`src/rtl/avg2_pkg.sv`:
```
package avg2_pkg;
  typedef struct packed {
    logic req;
    logic ack;
  } link_t;
endpackage

```
`src/rtl/hs_hold_stage.sv`:
```
module hs_hold_stage #(
  parameter int W      = 8,
  parameter bit TWO_PT = 1'b0
) (
  input  logic         clk_i,
  input  logic         rst_ni,
  input  logic         req_i,
  output logic         ack_o,
  input  logic [W-1:0] d_i,
  output logic [W-1:0] q_o
);
  logic         ack_q;
  logic [W-1:0] mst_q;

  // open from request until acknowledged
  always_ff @(posedge clk_i or negedge rst_ni) begin
    if (!rst_ni) begin
      ack_q <= 1'b0;
      mst_q <= '0;
    end else begin
      ack_q <= req_i;
      if (req_i && !ack_q) mst_q <= d_i;
    end
  end

  assign ack_o = ack_q;

  generate
    if (TWO_PT) begin : g_two
      logic [W-1:0] slv_q;
      // visible copy moves on release of the request
      always_ff @(posedge clk_i or negedge rst_ni) begin
        if (!rst_ni)               slv_q <= '0;
        else if (!req_i && ack_q)  slv_q <= mst_q;
      end
      assign q_o = slv_q;
    end else begin : g_one
      assign q_o = mst_q;
    end
  endgenerate

  p_req_held_r4: assert property (@(posedge clk_i) disable iff (!rst_ni)
    (req_i && !ack_o) |=> req_i);
  p_closed_hold_r8: assert property (@(posedge clk_i) disable iff (!rst_ni)
    (ack_o && $past(ack_o)) |-> $stable(mst_q));
endmodule

```
`src/rtl/hs_avg_adder.sv`:
```
module hs_avg_adder #(
  parameter int W         = 8,
  parameter int ADD_DELAY = 2
) (
  input  logic         clk_i,
  input  logic         rst_ni,
  input  logic         req_i,
  output logic         ack_o,
  input  logic [W-1:0] a_i,
  input  logic [W-1:0] b_i,
  output logic [W-1:0] avg_o
);
  localparam int SW = W + 1;
  localparam int CW = $clog2(ADD_DELAY + 1) + 1;
  localparam logic [CW-1:0] LAST = CW'(ADD_DELAY - 1);

  logic          ack_q;
  logic [CW-1:0] cnt_q;
  logic [SW-1:0] sum_w;

  assign sum_w = {1'b0, a_i} + {1'b0, b_i};
  assign avg_o = sum_w[SW-1:1];

  // matched delay: count while requested and not yet done
  always_ff @(posedge clk_i or negedge rst_ni) begin
    if (!rst_ni) begin
      ack_q <= 1'b0;
      cnt_q <= '0;
    end else if (!req_i) begin
      ack_q <= 1'b0;
      cnt_q <= '0;
    end else if (!ack_q) begin
      if (cnt_q == LAST) ack_q <= 1'b1;
      else               cnt_q <= cnt_q + 1'b1;
    end
  end

  assign ack_o = ack_q;

  p_done_needs_req_r7: assert property (@(posedge clk_i) disable iff (!rst_ni)
    $rose(ack_o) |-> req_i);
  p_done_waited_r7: assert property (@(posedge clk_i) disable iff (!rst_ni)
    $rose(ack_o) |-> $past(req_i));
  p_no_overflow_r2: assert property (@(posedge clk_i) disable iff (!rst_ni)
    ack_o |-> (avg_o >= (a_i >> 1)) && (avg_o >= (b_i >> 1)));
endmodule

```
`src/rtl/avg2_hs_filter.sv`:
```
module avg2_hs_filter
  import avg2_pkg::*;
#(
  parameter int W         = 8,
  parameter int ADD_DELAY = 2
) (
  input  logic         clk_i,
  input  logic         rst_ni,
  input  logic         in_req_i,
  input  logic [W-1:0] in_data_i,
  output logic         in_ack_o,
  output logic         out_req_o,
  output logic [W-1:0] out_data_o,
  input  logic         out_ack_i
);
  link_t        lx, ly, la, lo;
  logic [W-1:0] x_q, y_q, avg_w;

  // request chain: each stage is requested by the previous acknowledge
  assign lx.req = in_req_i;
  assign ly.req = lx.ack;
  assign la.req = ly.ack;
  assign lo.req = la.ack;
  assign out_req_o = lo.ack;
  assign in_ack_o  = out_ack_i;

  hs_hold_stage #(.W(W), .TWO_PT(1'b0)) i_x (
    .clk_i, .rst_ni, .req_i(lx.req), .ack_o(lx.ack), .d_i(in_data_i), .q_o(x_q));

  hs_hold_stage #(.W(W), .TWO_PT(1'b1)) i_y (
    .clk_i, .rst_ni, .req_i(ly.req), .ack_o(ly.ack), .d_i(x_q), .q_o(y_q));

  hs_avg_adder #(.W(W), .ADD_DELAY(ADD_DELAY)) i_add (
    .clk_i, .rst_ni, .req_i(la.req), .ack_o(la.ack),
    .a_i(x_q), .b_i(y_q), .avg_o(avg_w));

  hs_hold_stage #(.W(W), .TWO_PT(1'b0)) i_o (
    .clk_i, .rst_ni, .req_i(lo.req), .ack_o(lo.ack), .d_i(avg_w), .q_o(out_data_o));

  p_out_stable_r4: assert property (@(posedge clk_i) disable iff (!rst_ni)
    (out_req_o && $past(out_req_o)) |-> $stable(out_data_o));
  p_y_after_release_r3: assert property (@(posedge clk_i) disable iff (!rst_ni)
    !$stable(y_q) |-> !in_req_i);
  p_in_ack_order_r5: assert property (@(posedge clk_i) disable iff (!rst_ni)
    $rose(in_ack_o) |-> out_req_o);
  p_out_rise_order_r7: assert property (@(posedge clk_i) disable iff (!rst_ni)
    $rose(out_req_o) |-> in_req_i);
  p_out_fall_order_r6: assert property (@(posedge clk_i) disable iff (!rst_ni)
    $fell(out_req_o) |-> !in_req_i);
endmodule

```
`config.mk`:
```
export PLATFORM = sky130hd
export DESIGN_NAME = avg2_hs_filter
export DESIGN_NICKNAME = d
export VERILOG_FILES = /design/src/rtl/avg2_pkg.sv /design/src/rtl/hs_hold_stage.sv /design/src/rtl/hs_avg_adder.sv /design/src/rtl/avg2_hs_filter.sv
export SDC_FILE = /design/constraint.sdc
export NUM_CORES = 1
export LEC_CHECK = 0
export ABC_AREA = 1
export BUFFER_PORTS_ARGS = -buffer_cell sky130_fd_sc_hd__buf_2
export CAP_MARGIN = 20
export CORE_MARGIN = 8
export CORE_UTILIZATION = 40
export CTS_BUF_LIST = sky130_fd_sc_hd__clkbuf_4 sky130_fd_sc_hd__clkbuf_8 sky130_fd_sc_hd__clkbuf_16
export DETAILED_ROUTE_END_ITERATION = 6
export HOLD_SLACK_MARGIN = 0.15
export PLACE_DENSITY = 0.67
export SYNTH_ARGS = -nofsm -noshare
export SYNTH_HDL_FRONTEND = slang
export SYNTH_HIERARCHICAL = 1
export SYNTH_SLANG_ARGS = --single-unit
export TNS_END_PERCENT = 1
```
`constraint.sdc`:
```
create_clock -name clk_i -period 1.5 [get_ports clk_i]
set_input_delay 0.3 -clock clk_i [delete_from_list [all_inputs] [get_ports clk_i]]
set_output_delay 0.3 -clock clk_i [all_outputs]
set_load 0.02 [all_outputs]
```
# After elaboration in Yosys (flattened, before gate mapping)
# Index checks and enable logic that the tools add are counted.
[totals]
memories = 0
output_inout_bits = 10
latchBits = 0
mem_bits_rw = 0
rom_bits = 0
reg_bits = 39
word_cells = 28
inputBits = 12
[classes]
n_shift = 0
div_mod_pow = 0
n_bitwise = 0
n_lt_le_gt_ge = 0
n_mul = 0
n_eq_ne = 3
n_reduce_logical = 8
add_sub_neg = 2
n_mux = 6
[op_table]
columns = ["op", "n"]
rows = [
  ["8-bit by 8-bit adder with 9-bit output", 1],
  ["3-bit 2-to-1 mux", 3],
  ["1-bit logical AND", 4],
  ["2-bit != test (second input constant)", 2],
  ["3-bit by 1-bit adder with 3-bit output (second input constant)", 1],
  ["3-bit by 1-bit equality test with 1-bit output (second input constant)", 1],
  ["1-bit zero test", 3],
  ["1-bit 2-to-1 mux", 3],
  ["2-bit AND reduction", 1],
]

# Longest topological paths before layout
[depth]
word_depth = 4
depth_mapped = 11
depth_no_buf = 11

# Cells and area by module
# Netlist, hierarchy kept.
[by_module_without_submodules]
columns = ["module", "seq_area_each_um2", "area_each_um2", "cells_each", "instances"]
rows = [
  ["hs_hold_stage (i_o ...)", 225.2, 351.6, 36, 2],
  ["hs_hold_stage (i_y)", 425.4, 678.2, 71, 1],
  ["hs_avg_adder", 100.1, 561.8, 84, 1],
  ["avg2_hs_filter", 0.0, 7.5, 1, 1],
]

# Worst setup path before layout
# No wires, ideal clock.
[synth_path]
kind = "register to register"
startpoint = "register i_x.mst_q[0], in the netlist i_x/q_o[0]"
endpoint = "register i_o.mst_q[7], in the netlist i_o/q_o[7]"
path_buffers = 0
t_arrival_ns = 1.423
slack_ns = -0.040
setup_ns = 0.117
stages_incl_launch_ff = 12
required_time_ns = 1.383
synth_period_minus_slack_ns = 1.540
path_cell_list = "dfrtp_1 -> nand2_1 -> clkinv_4 -> fa_1 -> nand3_1 -> nand2_1 -> nand2_1 -> nand2_1 -> nand2_1 -> nand2_1 -> nand3_1 -> nand2_1"
[synth_via]
elab_chain_cells = 1
[synth_rtl]
columns = ["element", "line_no", "source"]
rows = [
  ["from (decl)", "hs_hold_stage.sv:13", "logic [W-1:0] mst_q;"],
  ["from (signal assigned)", "hs_hold_stage.sv:22", "if (req_i && !ack_q) mst_q <= d_i;"],
  ["8-bit by 8-bit adder with 9-bit output", "hs_avg_adder.sv:21", "assign sum_w = {1'b0, a_i} + {1'b0, b_i};"],
  ["via avg_w[7]", "avg2_hs_filter.sv:17", "logic [W-1:0] x_q, y_q, avg_w;"],
  ["to (signal assigned)", "hs_hold_stage.sv:22", ""],
  ["to (decl)", "hs_hold_stage.sv:13", ""],
]
# The timed path passes the listed nets, and every way through them passes these cells.
# A chain may end at the register's enable or synchronous reset.

# Worst setup path after layout
[layout_path]
startpoint = "register i_y.g_two.slv_q[0], in the netlist i_y/q_o[0]"
endpoint = "register i_o.mst_q[7], in the netlist i_o/q_o[7]"
[layout_via]
elab_chain_cells = 1
[layout_rtl]
columns = ["element", "line_no", "source"]
rows = [
  ["from (decl)", "hs_hold_stage.sv:30", "logic [W-1:0] slv_q;"],
  ["from (signal assigned)", "hs_hold_stage.sv:34", "else if (!req_i && ack_q) slv_q <= mst_q;"],
  ["8-bit by 8-bit adder with 9-bit output", "hs_avg_adder.sv:21", ""],
  ["via avg_w[7]", "avg2_hs_filter.sv:17", ""],
]
# The timed path passes the listed nets, and every way through them passes these cells.

==> flow_metrics.py <==
metrics = {
    "sta": {
        "slew-limit-headroom_pct": 68.3,
        "tns_ps": 0,
        "whs_ps": 233,
        "setup_viol": 0,
        "fin_crit_sh_pct": 99.8,
        "clock_skew_ps": 7.22,
        "worst_slack_ps": 2.46,
        "worst_pin_slew_ps": 475,
        "min_period_ps": 1500,
        "fmax_ghz": 0.668,
        "rsz0062_at_grt": "yes",
        "slew_viol_final": 0,
        "hold_viol": 0,
    },
    "detailed_routing": {
        "ant_nets": 0,
        "vias": 1442,
        "detail_route.first_pass.iterations": 4,
        "wl_per_cell_microns": 10.4,
        "viasPerCell": 4.32,
        "wl_microns": 3490,
        "drtIter0Drc": 53,
        "remaining_drc_errors": 0,
    },
    "placement": {
        "port_buffers": 19,
        "place_area_sq_um": 2200,
        "hpwl_microns": 2530,
        "place_congestion": 0.767,
        "pre_cts_ws_ps": -16.2,
    },
    "pwr": {
        "peakVddDrop_v": 0.000605,
        "power_density_nw_per_um2": 1420,
        "leakage_nw": 1.32,
    },
    "grt": {
        "antenna_found_initial": 0,
        "grt_overflow": 0,
        "grt_pass1_wl_microns": 6270,
        "grt_pass1_vias": 1491,
        "grt_max_degree": 40,
        "track_usage_pct": 10.7,
    },
    "clock_network": {
        "numCtsBuffers": 5,
        "cts_buffer_depth": 2,
        "numClockSinks": 39,
        "cts_tree": "built",
        "path_clk_slew_ps": 70,
        "htree_levels": 2,
        "clockRootBuffer": "clkbuf_8",
        "clock_latency_ps": 290,
    },
    "logic_synthesis": {
        "synthTopCellsByCount": "94 x nand2_1, 39 x dfrtp_1, 38 x nand3_1",
        "synth.most_common_cell": "nand2_1",
        "ys_warn_count": 6,
        "synth_nets": 250,
        "async_flop_share_pct": 100,
        "synth_edf_count": 0,
        "syn-cell-area_sq_um": 1950,
        "ys_seq_elements": 39,
        "yosysTopAreaCellShare_pct": 50.0,
        "ys_types": 18,
        "synth.area.top_cells": "dfrtp_1 50%, nand2_1 18%, nand3_1 9.7%",
        "yosys.area.top_type": "dfrtp_1",
        "syn_inst": 228,
        "synth_ff_type": "dfrtp_1",
        "syn_area_per_cell_sq_um": 8.56,
        "yosysSeqAreaShare_pct": 50.0,
    },
    "finish": {
        "multi_input_area_sq_um": 902,
        "stdcell_area_sq_um": 2370,
        "layout-drive-gt1-share_pct": 26.2,
        "nets": 288,
        "syn_to_final_growth_pct": 21.7,
        "fillers": 464,
        "seqCellArea_sq_um": 977,
        "diodes": 0,
    },
    "critical_path": {
        "path_max_fanout": 2,
        "worstSetupPathType": "reg -> reg",
        "worstPathRequired_ps": 1680,
        "endpoint_kind": "flip-flop",
        "start_kind": "flip-flop",
        "worst-r2r-cell-count": 11,
        "arrival_ps": 1680,
    },
    "die": {
        "chipHeight_microns": 85.8,
        "rows": 25,
        "io_pins": 22,
        "core-area_sq_um": 4720,
        "start_util_pct": 41.3,
        "fp.dieW_microns": 85.8,
        "dieArea_sq_um": 7370,
    },
    "outcome": {
        "status": "finished clean",
    },
    "flow_run": {
        "maxCapViolations": 0,
    },
    "min_path": {
        "hold_path.class": "in -> reg",
        "hold_depth": 1,
    },
}
## final cells by class
class / count / area share [%]
Sequential cell: 39 / 41.1
Inverter: 22 / 3.69
Tap cell: 67 / 3.53
Multi-Input combinational cell: 162 / 38.0
Clock inverter: 1 / 0.369
Timing Repair Buffer: 36 / 9.48
Clock buffer: 7 / 3.79
## through the flow
stage | util (%) | power, W | cells
final | 50.3 | 0.00338 | 334
after global placement | 46.6 | 0.00256 | 325
after detailed placement | 46.6 | 0.00259 | 325
after CTS | 50.3 | 0.00343 | 334
after global routing | 50.3 | 0.00366 | 334
after floorplan | - | 0.00224 | 228
## sequential cells by signal (all words and copies together) (netlist names)
signal / flops
i_y/ack_o: 1
i_add/cnt_q: 3
i_add/ack_o: 1
i_x/q_o: 8
i_o/ack_o: 1
i_o/q_o: 8
i_y/q_o: 8
i_y/mst_q: 8
i_x/ack_o: 1
## worst max-delay path, cell delays in order (launching register included)
cell and delay [ps]:
dfrtp_1 390, nand2_2 100, clkinv_4 50, fa_2 370, nand3_2 70, nand2_2 60, nand2_2 80, nand2_2 50
nand2_1 60, nand2_1 40, nand3_1 70, nand2_1 50
## where the power goes
part           total [W]  internal (W)  switching (W)  leakage (nW)
clock network   0.000756      0.000395       0.000361        0.0519
logic            0.00117      0.000485       0.000686         0.776
registers        0.00145       0.00129       0.000163         0.496
## cells by family (layout without fill, tap and decap cells)
kind of cell / after synthesis / count (layout) / synth area share, %
simple gates: 141 / 141 / 32.0
flops: 39 / 39 / 50.0
buf+inv: 27 / 66 / 7.18
fa+ha+maj: 10 / 10 / 6.80
compound gates: 8 / 8 / 2.63
xor+xnor: 3 / 3 / 1.35
## layout by cell type (no fill, tap or decap), types with 3 or more instances in the layout
cell / instances
inv_2: 5
clkbuf_8: 6
buf_2: 19
nand3_1: 37
inv_1: 14
xor2_1: 3
nand2_4: 4
dfrtp_1: 38
ha_4: 4
nand2_2: 8
ha_1: 5
nand2_1: 90
a21oi_1: 6
buf_4: 16
## per-layer routing
metal | global-route usage (%) | part of all wire (%) | vias to the layer above | routed length [microns]
met4 | 5.25 | 1.7 | 0 | 60
li1 | - | - | 794 | -
met1 | 12.4 | 49 | 614 | 1710
met5 | 0 | 0 | - | 0
met2 | 17.6 | 44 | 28 | 1540
met3 | 3.25 | 4.9 | 6 | 171
## path summary, 6_finish.rpt
check / startpoint / to / slack [ps]
setup / recovery: i_y/q_o[0] / i_o/q_o[7] / 2
hold / removal: in_req_i / i_x/ack_o / 230
setup reg to reg: i_y/q_o[0] / i_o/q_o[7] / 2
hold reg to reg: i_o/q_o[5] / i_o/q_o[5] / 470
max in group asynchronous: rst_ni / i_x/q_o[1] / 550
min in group asynchronous: rst_ni / i_add/cnt_q[2] / 580
## timing repair
item | 4_1_cts | 5_1_grt
hold buffers | 1 | 0
resized for setup | 9 | 0
buffers inserted | 0 | 0
pin swaps | 5 | 2
hold endpoints to repair | 39 | 0
cloned | 0 | 0
endpoints found under the setup margin | 4 | 4
Power figures use the tool's default switching activity.
